### config.mk
export PLATFORM = sky130hd
export DESIGN_NAME = rfsh_sched
export DESIGN_NICKNAME = d
export VERILOG_FILES = /design/src/rtl/rfsh_pkg.sv /design/src/rtl/rfsh_tick.sv /design/src/rtl/rfsh_stack.sv /design/src/rtl/rfsh_seq.sv /design/src/rtl/rfsh_sched.sv
export SDC_FILE = /design/constraint.sdc
export NUM_CORES = 1
export LEC_CHECK = 0
export BUFFER_PORTS_ARGS = -buffer_cell sky130_fd_sc_hd__buf_4
export CAP_MARGIN = 15
export CORE_ASPECT_RATIO = 1.4
export CORE_MARGIN = 3
export CORE_UTILIZATION = 50
export DETAILED_ROUTE_END_ITERATION = 12
export GPL_TIMING_DRIVEN = 0
export PLACE_DENSITY = 0.71
export RECOVER_POWER = 50
export SLEW_MARGIN = 20
export SYNTH_ARGS = -nofsm -noshare
export SYNTH_HDL_FRONTEND = slang
export SYNTH_HIERARCHICAL = 1
export SYNTH_SLANG_ARGS = --single-unit
export TNS_END_PERCENT = 10
### constraint.sdc
create_clock -name clk -period 2.8 [get_ports clk]
set_input_delay 0.42 -clock clk [delete_from_list [all_inputs] [get_ports clk]]
set_output_delay 0.42 -clock clk [all_outputs]
set_load 0.005 [all_outputs]
### src/rtl/rfsh_pkg.sv
`timescale 1ns/1ps
package rfsh_pkg;

   // Strobe sequencer phases
   typedef enum logic [1:0] {
      RS_IDLE   = 2'd0,
      RS_LEAD   = 2'd1,
      RS_STROBE = 2'd2,
      RS_PRECH  = 2'd3
   } rfsh_st_e;

endpackage

### src/rtl/rfsh_tick.sv
`timescale 1ns/1ps
// Interval timer: one tick per programmed period while enabled.
module rfsh_tick #(
   parameter int CNT_W = 16
) (
   input  logic             clk,
   input  logic             rst_n,
   input  logic             en,
   input  logic [CNT_W-1:0] period,
   output logic             tick
);

   logic [CNT_W-1:0] cnt_q;
   logic [CNT_W-1:0] reload;

   // a zero period behaves as one
   assign reload = (period == '0) ? '0 : period - 1'b1;

   always_ff @(posedge clk or negedge rst_n) begin
      if (!rst_n)
         cnt_q <= '0;
      else if (!en || cnt_q == '0)
         cnt_q <= reload;
      else
         cnt_q <= cnt_q - 1'b1;
   end

   assign tick = en && (cnt_q == '0);

endmodule

### src/rtl/rfsh_stack.sv
`timescale 1ns/1ps
// Owed-refresh counter with saturation and sticky overflow.
module rfsh_stack #(
   parameter int PEND_MAX = 7
) (
   input  logic clk,
   input  logic rst_n,
   input  logic en,
   input  logic ext_rst,
   input  logic tick,
   input  logic take,
   output logic pend_nz,
   output logic ovf
);

   localparam int PEND_W = $clog2(PEND_MAX + 1);
   localparam logic [PEND_W-1:0] FULL = PEND_W'(PEND_MAX);

   logic [PEND_W-1:0] pend_q;
   logic              full;
   logic              drop;

   assign full = (pend_q == FULL);
   assign drop = en && tick && !take && full;

   always_ff @(posedge clk or negedge rst_n) begin
      if (!rst_n) begin
         pend_q <= '0;
      end else if (!en) begin
         pend_q <= '0;
      end else if (tick && !take) begin
         if (!full)
            pend_q <= pend_q + 1'b1;
      end else if (!tick && take) begin
         pend_q <= pend_q - 1'b1;
      end
   end

   always_ff @(posedge clk or negedge rst_n) begin
      if (!rst_n)
         ovf <= 1'b0;
      else if (ext_rst)
         ovf <= 1'b0;
      else if (drop)
         ovf <= 1'b1;
   end

   assign pend_nz = (pend_q != '0);

endmodule

### src/rtl/rfsh_seq.sv
`timescale 1ns/1ps
// CAS-before-RAS strobe sequencer.
module rfsh_seq
   import rfsh_pkg::*;
#(
   parameter int TIM_W     = 4,
   parameter int PRECH_CYC = 1
) (
   input  logic             clk,
   input  logic             rst_n,
   input  logic             pend_nz,
   input  logic             gnt,
   input  logic [TIM_W-1:0] cas_lead,
   input  logic [TIM_W-1:0] ras_width,
   output logic             take,
   output logic             cas_act,
   output logic             ras_act
);

   localparam logic [TIM_W-1:0] PRE_LD = TIM_W'(PRECH_CYC - 1);

   rfsh_st_e         st_q;
   logic [TIM_W-1:0] tmr_q;
   logic [TIM_W-1:0] lead_ld;
   logic [TIM_W-1:0] width_ld;

   assign lead_ld  = (cas_lead  == '0) ? '0 : cas_lead  - 1'b1;
   assign width_ld = (ras_width == '0) ? '0 : ras_width - 1'b1;

   assign take = (st_q == RS_IDLE) && pend_nz && gnt;

   always_ff @(posedge clk or negedge rst_n) begin
      if (!rst_n) begin
         st_q  <= RS_IDLE;
         tmr_q <= '0;
      end else begin
         unique case (st_q)
            RS_IDLE: begin
               if (take) begin
                  st_q  <= RS_LEAD;
                  tmr_q <= lead_ld;
               end
            end
            RS_LEAD: begin
               if (tmr_q == '0) begin
                  st_q  <= RS_STROBE;
                  tmr_q <= width_ld;
               end else begin
                  tmr_q <= tmr_q - 1'b1;
               end
            end
            RS_STROBE: begin
               if (tmr_q == '0) begin
                  st_q  <= RS_PRECH;
                  tmr_q <= PRE_LD;
               end else begin
                  tmr_q <= tmr_q - 1'b1;
               end
            end
            RS_PRECH: begin
               if (tmr_q == '0)
                  st_q <= RS_IDLE;
               else
                  tmr_q <= tmr_q - 1'b1;
            end
            default: st_q <= RS_IDLE;
         endcase
      end
   end

   assign cas_act = (st_q == RS_LEAD) || (st_q == RS_STROBE);
   assign ras_act = (st_q == RS_STROBE);

endmodule

### src/rtl/rfsh_sched.sv
`timescale 1ns/1ps
// Refresh scheduler top: timer, owed-refresh stack, strobe sequencer.
module rfsh_sched #(
   parameter int CNT_W     = 16,
   parameter int TIM_W     = 4,
   parameter int PEND_MAX  = 7,
   parameter int PRECH_CYC = 1,
   parameter int REG_OUT   = 0
) (
   input  logic             clk,
   input  logic             rst_n,
   input  logic             ext_rst,
   input  logic             en,
   input  logic [CNT_W-1:0] period,
   input  logic [TIM_W-1:0] cas_lead,
   input  logic [TIM_W-1:0] ras_width,
   input  logic             gnt,
   output logic             req,
   output logic             ras_n,
   output logic             cas_n,
   output logic             ovf
);

   localparam int PRE_MAX = 1 << TIM_W;

   // elaboration-time parameter checks
   if (CNT_W < 1) begin : g_bad_cnt
      $error("rfsh_sched: CNT_W must be at least 1");
   end
   if (TIM_W < 1) begin : g_bad_tim
      $error("rfsh_sched: TIM_W must be at least 1");
   end
   if (PEND_MAX < 1) begin : g_bad_pend
      $error("rfsh_sched: PEND_MAX must be at least 1");
   end
   if (PRECH_CYC < 1 || PRECH_CYC > PRE_MAX) begin : g_bad_pre
      $error("rfsh_sched: PRECH_CYC out of range");
   end

   logic tick;
   logic take;
   logic pend_nz;
   logic cas_act;
   logic ras_act;

   rfsh_tick #(.CNT_W(CNT_W)) u_tick (
      .clk    (clk),
      .rst_n  (rst_n),
      .en     (en),
      .period (period),
      .tick   (tick)
   );

   rfsh_stack #(.PEND_MAX(PEND_MAX)) u_stack (
      .clk     (clk),
      .rst_n   (rst_n),
      .en      (en),
      .ext_rst (ext_rst),
      .tick    (tick),
      .take    (take),
      .pend_nz (pend_nz),
      .ovf     (ovf)
   );

   rfsh_seq #(.TIM_W(TIM_W), .PRECH_CYC(PRECH_CYC)) u_seq (
      .clk       (clk),
      .rst_n     (rst_n),
      .pend_nz   (pend_nz),
      .gnt       (gnt),
      .cas_lead  (cas_lead),
      .ras_width (ras_width),
      .take      (take),
      .cas_act   (cas_act),
      .ras_act   (ras_act)
   );

   assign req = pend_nz;

   // strobe output stage: registered or decoded straight from state
   if (REG_OUT != 0) begin : g_reg_out
      logic ras_q;
      logic cas_q;
      always_ff @(posedge clk or negedge rst_n) begin
         if (!rst_n) begin
            ras_q <= 1'b1;
            cas_q <= 1'b1;
         end else begin
            ras_q <= !ras_act;
            cas_q <= !cas_act;
         end
      end
      assign ras_n = ras_q;
      assign cas_n = cas_q;
   end else begin : g_comb_out
      assign ras_n = !ras_act;
      assign cas_n = !cas_act;
   end

endmodule

==> summary.txt, run 1 <==
STA
  – Setup-failing EPs final: 0
  – Final min period: 2520 ps
  – Worst Skew: 3.89 ps
  – RSZ-0062 raised after global routing: no
  – Worst-Margin Slew: 1390 ps
  – Max-slew violations: 0
  – Hold_ws: 297 ps
  – Fmax: just under 0.4 GHz
  – Rel. slew slack: under 10%
  – Final Hold Vio Count: 0
  – Sum Neg Setup Slack: 0 ps
  – Fin crit share: roughly nine tenths

Power
  – Sequential share of power: 37.3%
  – Static leakage: 0.970 nW
  – Switching Fraction: a little under two fifths
  – Max VDD drop: 657 uV
  – Clock network power share: 14.2%
  – Power per cell area: 604 nW/um^2
  – Cell-internal power: 0.000907 W
  – Net Switching: 0.000538 W
  – Logic pwr share: 48.5%

Layout
  – Area occupied by multi-input gates: 1320 sq um
  – Number of fill cells: around 360
  – Diodes inserted: 0
  – Layout area overhead: 17.7%
  – Fin area: roughly 2400 sq um
  – Nets@finish: 306
  – Layout cells sized above 1: 19.5%
  – Flip-flop and latch area: 651 sq um

Synth
  – Top post-synthesis cells by count: 26 x dfrtp_1, 17 x inv_1, 17 x nor2_1
  – Yosys cell types: between 50 and 60
  – Count leader, synth: dfrtp_1
  – Main synth FF type: dfrtp_1
  – Area leader, netlist: dfrtp_1
  – Syn Inst Count: 227
  – Post-synth EDFFs: 0
  – Post-synth net total: about 270
  – Sequential-to-total area share from yosys stat: 32.0%
  – FF+latch count, synth: 26
  – Synth top area share: 32.0%
  – Yosys warns: 6
  – Area contributors post-synth: dfrtp_1 32%, ha_1 7.4%, xnor2_1 6.9%, xor2_1 4.7%, o22ai_1 4.0%
  – Mean post-synth cell area: 8.95 sq um
  – Asr flop ratio synth: 100%
  – Mapped Area: 2030 sq um

Routing
  – WL final: 4.32 mm
  – Antenna-violating nets left: 0
  – Remaining DRCs: 0
  – Via count: 1,755
  – First-pass DRT Iterations: 4
  – Routed wire per std cell: 14.2 um
  – Starting DRT DRC Count: 98
  – Drt via density: 5.77

Setup path
  – Reg2reg setup slack: approximately 280 ps
  – CP bufs+invs: 1
  – Kind of critical path: reg -> reg
  – Worst path depth: 9
  – Crit-path max FO: 6
  – Worst path slowest cell: nor4_4
  – R2R cell count: 9
  – Crit path DAT: about 2700 ps
  – Critical path capture point type: flop
  – Worst R2R Start: u_tick/cnt_q[8]
  – Crit-path max cell delay: 450 ps
  – Critical Path, Cell by Cell: nor4_4 > nand2_1 > nor4_4 > nand2b_4 > inv_2 > fa_1 > nand2_1 > o22a_1 > o32ai_1
  – Capture point of the worst reg-to-reg path: u_stack/pend_q[2]
  – Top delay family on crit path: simple AND/OR/NAND/NOR gates
  – Critical path required time: around 3000 ps
  – Startpoint Class: flop

Status
  – Status: finished clean

Floorplan
  – Num ports: 33
  – Chip Width: about 60 um
  – Area of the die: between 4000 and 5000 sq um
  – Die span in y: slightly above 80 um
  – Initial core utilization: between 50% and 60%
  – Core Region: 3770 sq um
  – Row Count: 26

Global route
  – Initial antenna violation count: 0
  – GR peak layer: met2
  – Largest net degree at the start of global routing: 27
  – Routing usage on met1: 21.4%
  – Number of global-route vias before repair: 1,742
  – Routing usage on met2: 38.4%
  – Congestion Overflow GR: 0
  – Grt met3 use: under 10%
  – Total track usage: between 10% and 20%
  – Global-route wire length before repair: 7.42 mm

Placed design
  – Placement Cell Area: 2320 sq um
  – Port Buffers: 32
  – Routability congestion estimate: 0.854
  – Dpl hpwl: between 3 and 4 mm

Clock network
  – Clk_lat worst skew: 260 ps
  – TritonCTS buffer count: 3
  – H-Tree Level Count: 1
  – Longest Clk Path Bufs: 2
  – CTS root buf: clkbuf_8
  – Worst-path clk slew: 80 ps
  – CTS sink cnt: 26
  – CTS tree: yes
  – # Post-CTS Setup Buffers: 0
  – Hold buffer count at cts: 0

Worst hold path
  – WHS Path Cells: 2
  – Min-delay src: ext_rst
  – Worst min path class: in -> reg
  – Hold Path Sink: u_stack/ovf

Flow run
  – Max-cap violations: 0
layout make-up:
type | instances | area share (%)
plain buffers | 5 | 1.20
clock buffers | 3 | 1.73
inverters | 18 | 2.82
multi-input cells | 178 | 55.0
flip-flops and latches | 26 | 27.2
well taps | 42 | 2.20
repair buffers | 32 | 9.88
state kept, by name, indices dropped and copies added, names as in the netlist:
register	cells
u_tick/cnt_q	16
u_stack/pend_q	3
u_seq/tmr_q	4
u_seq/st_q	2
u_stack/ovf	1
what timing repair did:
action | in CTS | in global routing
gates resized for setup | 3 | 1
hold endpoints to repair | 0 | 0
setup endpoints to repair | 4 | 12
how the worst max path moves through the flow:
stage / startpoint / to / slack [ps]
6_report: u_tick/cnt_q[8] / u_stack/pend_q[2] / 280
5_1_grt: u_tick/cnt_q[0] / u_stack/pend_q[2] / 20
2_1_floorplan: u_tick/cnt_q[8] / u_stack/pend_q[1] / 50
4_1_cts: u_tick/cnt_q[8] / u_stack/pend_q[2] / 130
3_3_place_gp: u_tick/cnt_q[8] / u_stack/pend_q[2] / -540
3_5_place_dp: u_tick/cnt_q[8] / u_stack/pend_q[2] / -590
metal layers:
| layer | up-vias | part of all wire (%) |
|---|---|---|
| met4 | 0 | 1.7 |
| met1 | 821 | 41 |
| li1 | 900 | - |
| met5 | - | 0 |
| met2 | 30 | 54 |
| met3 | 4 | 2.9 |
cell usage in the layout (no fill, tap or decap), types with 4 or more instances in the layout:
| cell | count |
|---|---|
| xor2_1 | 11 |
| nor2_1 | 17 |
| ha_1 | 12 |
| inv_1 | 17 |
| nor2b_1 | 5 |
| nand2_1 | 11 |
| buf_4 | 29 |
| o22ai_1 | 13 |
| a21oi_1 | 8 |
| nor3_1 | 15 |
| nor4_1 | 4 |
| or3_1 | 6 |
| dfrtp_1 | 26 |
| mux2i_1 | 4 |
| xnor2_1 | 16 |
power groups by stage:
stage | registers (W) | logic (W) | clock network [W]
finish | 0.000539 | 0.000701 | 0.000205
floorplan | 0.000524 | 0.000518 | 0
global placement | 0.000539 | 0.000699 | 0
detailed placement | 0.000542 | 0.000701 | 0
CTS | 0.000536 | 0.000708 | 0.000215
global route | 0.000552 | 0.000806 | 0.000226
per-stage QoR:
step / util [%] / total power (W) / setup WS, ps / std cells
floorplan: - / 0.00104 / 53.1 / 227
global placement: 61.6 / 0.00124 / -541 / 301
detailed placement: 61.6 / 0.00124 / -587 / 301
CTS: 63.3 / 0.00146 / 129 / 304
global route: 63.4 / 0.00158 / 17.1 / 304
finish: 63.4 / 0.00145 / 277 / 304
kinds of logic (layout without fill, tap and decap cells):
group	Yosys count	count (layout)	synth area share (%)
AOI/OAI and AO/OA	51	51	17.9
xor gates and xnor gates	27	27	11.6
adders and majority gates	13	13	8.37
buffers and inverters	23	58	4.74
DFF	26	26	32.0
muxes	5	5	2.52
and+or+nand+nor	82	82	22.8
No activity file was read; power rests on OpenSTA's default activity.
==> run 2, diff against run 1 <==
Settings changed: ABC_AREA from default to 1, PLACE_DENSITY 0.71 to 0.7.
==> run 2 against run 1 <==
Net effect: combinational power increased by 39%; critical path depth stayed put; highest routed layer unchanged; critical path type unchanged; sequential share of layout area decreased by 4.1 points; critical endpoint is now u_stack/pend_q[1].
==> summary.txt, run 2 <==
Status
  – Status: finished clean

Global route
  – Total track usage: 19.6%
  – Number of global-route vias before repair: 2,295
  – Largest net degree at the start of global routing: 27
  – Congestion Overflow GR: 0
  – Initial antenna violation count: 0
  – Global-route wire length before repair: 9.11 mm

Setup path
  – Critical Path, Cell by Cell: inv_1 > ha_1 > nand3_1 > nand3b_1 > nor4_1 > nand2_2 > inv_1 > fa_1 > o21ai_2
  – Most used cell along the critical path: inv_1
  – Crit-path max cell delay: 490 ps
  – R2R cell count: 9
  – Worst R2R Start: u_tick/cnt_q[0]
  – Critical path capture point type: flop
  – Startpoint Class: flop
  – Reg2reg setup slack: 520 ps
  – Kind of critical path: reg -> reg
  – CP bufs+invs: 2
  – Crit-path max FO: 5
  – Critical path required time: 3000 ps
  – Capture point of the worst reg-to-reg path: u_stack/pend_q[1]
  – Worst path slowest cell: nor4_1
  – Top delay family on crit path: simple AND/OR/NAND/NOR gates
  – Crit path DAT: 2480 ps

Worst hold path
  – WHS Path Cells: 2
  – Worst min path class: in -> reg
  – Hold Path Sink: u_stack/ovf
  – Min-delay src: ext_rst

Synth
  – Sequential-to-total area share from yosys stat: 26.6%
  – Post-synth net total: ~420
  – Mean post-synth cell area: 6.54 sq um
  – Post-synth EDFFs: 0
  – Yosys cell types: 29
  – Asr flop ratio synth: between 90% and 100%
  – Mapped Area: around 2400 sq um
  – Area contributors post-synth: dfrtp_1 27%, nand2_1 18%, inv_1 7.8%, nor2_1 7.4%, nand3_1 6.3%
  – Syn Inst Count: 374
  – Yosys warns: 6
  – Area leader, netlist: dfrtp_1
  – Top post-synthesis cells by count: 116 x nand2_1, 51 x inv_1, 48 x nor2_1
  – Main synth FF type: dfrtp_1
  – FF+latch count, synth: 26
  – Count leader, synth: nand2_1
  – Synth top area share: 26.6%

Power
  – Clock network power share: 13.6%
  – Max VDD drop: 179 uV
  – Switching Fraction: approximately 44%
  – Net Switching: 0.000775 W
  – Cell-internal power: 0.000983 W
  – Logic pwr share: 55.2%
  – Sequential share of power: 31.2%
  – Static leakage: 1.48 nW
  – Power per cell area: ~620 nW/um^2

Clock network
  – Clk_lat worst skew: 260 ps
  – Longest Clk Path Bufs: 2
  – TritonCTS buffer count: 3
  – # Post-CTS Setup Buffers: 0
  – CTS root buf: clkbuf_8
  – CTS tree: yes
  – H-Tree Level Count: 1
  – Post-CTS Resized: 0
  – Hold buffer count at cts: 0
  – Worst-path clk slew: 90 ps
  – CTS sink cnt: 26

Layout
  – Diodes inserted: 0
  – Layout area overhead: 15.1%
  – Layout cells sized above 1: approximately a fifth
  – Most common cell after layout, fill and taps aside: nand2_1
  – Most frequent cells in the layout: 116 x nand2_1, 51 x inv_1, 48 x nor2_1
  – Biggest register: u_tick/cnt_q
  – Fin util: 60.6%
  – Nets@finish: 453
  – Max reg flops: 16
  – Biggest regs: u_tick/cnt_q x16, u_seq/tmr_q x4, u_stack/pend_q x3

Floorplan
  – Num ports: 33
  – Initial core utilization: a little over half
  – Row Count: 29
  – Core Region: 4640 sq um
  – Chip Width: about 65 um
  – Area of the die: 5780 sq um
  – Die span in y: 88.8 um

STA
  – Rel. slew slack: 7.26%
  – Sum Neg Setup Slack: 0 ps
  – Worst Skew: about 4.2 ps
  – Worst-Margin Slew: 1390 ps
  – Fin crit share: a little over 80%
  – Setup-failing EPs final: 0
  – RSZ-0062 raised after global routing: no
  – Fmax: 0.439 GHz
  – Max-slew violations: 0
  – Final Hold Vio Count: 0
  – Final min period: 2280 ps

Placed design
  – Routability congestion estimate: 0.905
  – Dpl hpwl: 4.14 mm
  – Port Buffers: 32

Routing
  – Remaining DRCs: 0
  – Routed wire per std cell: 10.7 um
  – WL final: 5.06 mm
  – Via count: about 2.3k
  – First-pass DRT Iterations: 4
  – Antenna-violating nets left: 0
  – Drt via density: around 4.9
  – Starting DRT DRC Count: 58

Flow run
  – Max-cap violations: 0
run 2: changes by cell type after synthesis, sizes merged, moves of 5 or more:
| cell | change |
|---|---|
| nor3 | -15 |
| nand2 | +112 |
| nor4 | -5 |
| nand3 | +31 |
| o21ai | +22 |
| inv | +38 |
| xor2 | -6 |
| o22ai | -13 |
| nor2b | -5 |
| xnor2 | -8 |
| or3 | -7 |
| nor2 | +43 |
run 2: worst max path at each step:
stage / from / endpoint / cells after the start
floorplan: u_tick/cnt_q[0] / u_stack/pend_q[1] / 9
global placement: u_tick/cnt_q[0] / u_stack/pend_q[1] / 9
detailed placement: u_tick/cnt_q[0] / u_stack/pend_q[1] / 9
CTS: u_tick/cnt_q[0] / u_stack/pend_q[1] / 9
global route: u_tick/cnt_q[0] / u_stack/pend_q[1] / 9
finish: u_tick/cnt_q[0] / u_stack/pend_q[1] / 9
run 2: layer usage:
metal	GRT usage, %	up-vias	share of wire, %
met5	0	-	0
met4	7.36	0	0.81
met3	1.14	2	3.0
met2	40.5	35	56
met1	20.1	1018	40
li1	-	1242	-
run 2: logic make-up (layout without fill, tap and decap cells):
group	after synthesis	after routing	synth area share [%]
XOR/XNOR	13	13	4.65
AND/OR/NAND/NOR	228	228	42.5
flip-flops	26	26	26.6
buffers and inverters	58	94	9.51
adder cells (fa/ha/maj)	13	13	6.96
AO/OA/AOI/OAI	36	36	9.77
run 2: metrics by stage:
step | setup slack (ps) | total power [W] | area (sq um) | std cells | hold slack [ps]
floorplan | 732 | 0.00128 | 2450 | 374 | 124
global placement | 550 | 0.00151 | 2760 | 468 | 344
detailed placement | 522 | 0.00154 | 2760 | 468 | 347
CTS | 502 | 0.00178 | 2820 | 472 | 47.2
global route | 288 | 0.00197 | 2820 | 472 | 274
finish | 521 | 0.00176 | 2820 | 472 | 287
run 2: area by class of cell:
type	count	area, sq um
Buffer	2	22.5
Clock buffer	4	55.1
Sequential cell	26	651
Tap cell	62	77.6
Inverter	56	210
Timing Repair Buffer	32	236
Fill cell	476	1830
Multi-Input combinational cell	290	1560
run 2: power groups by stage:
stage	Clock (W)	Combinational (W)	Sequential [W]
floorplan	0	0.000744	0.000536
global placement	0	0.000962	0.000550
detailed placement	0	0.000980	0.000556
CTS	0.000251	0.000985	0.000547
global route	0.000270	0.00114	0.000560
finish	0.000239	0.000971	0.000548
run 2: worst reg2reg max path, stage by stage, from the launching register on:
cell and delay (ps):
dfrtp_1 370, inv_1 130, ha_1 190, nand3_1 80
nand3b_1 150, nor4_1 490, nand2_2 150, inv_1 100
fa_1 430, o21ai_2 140
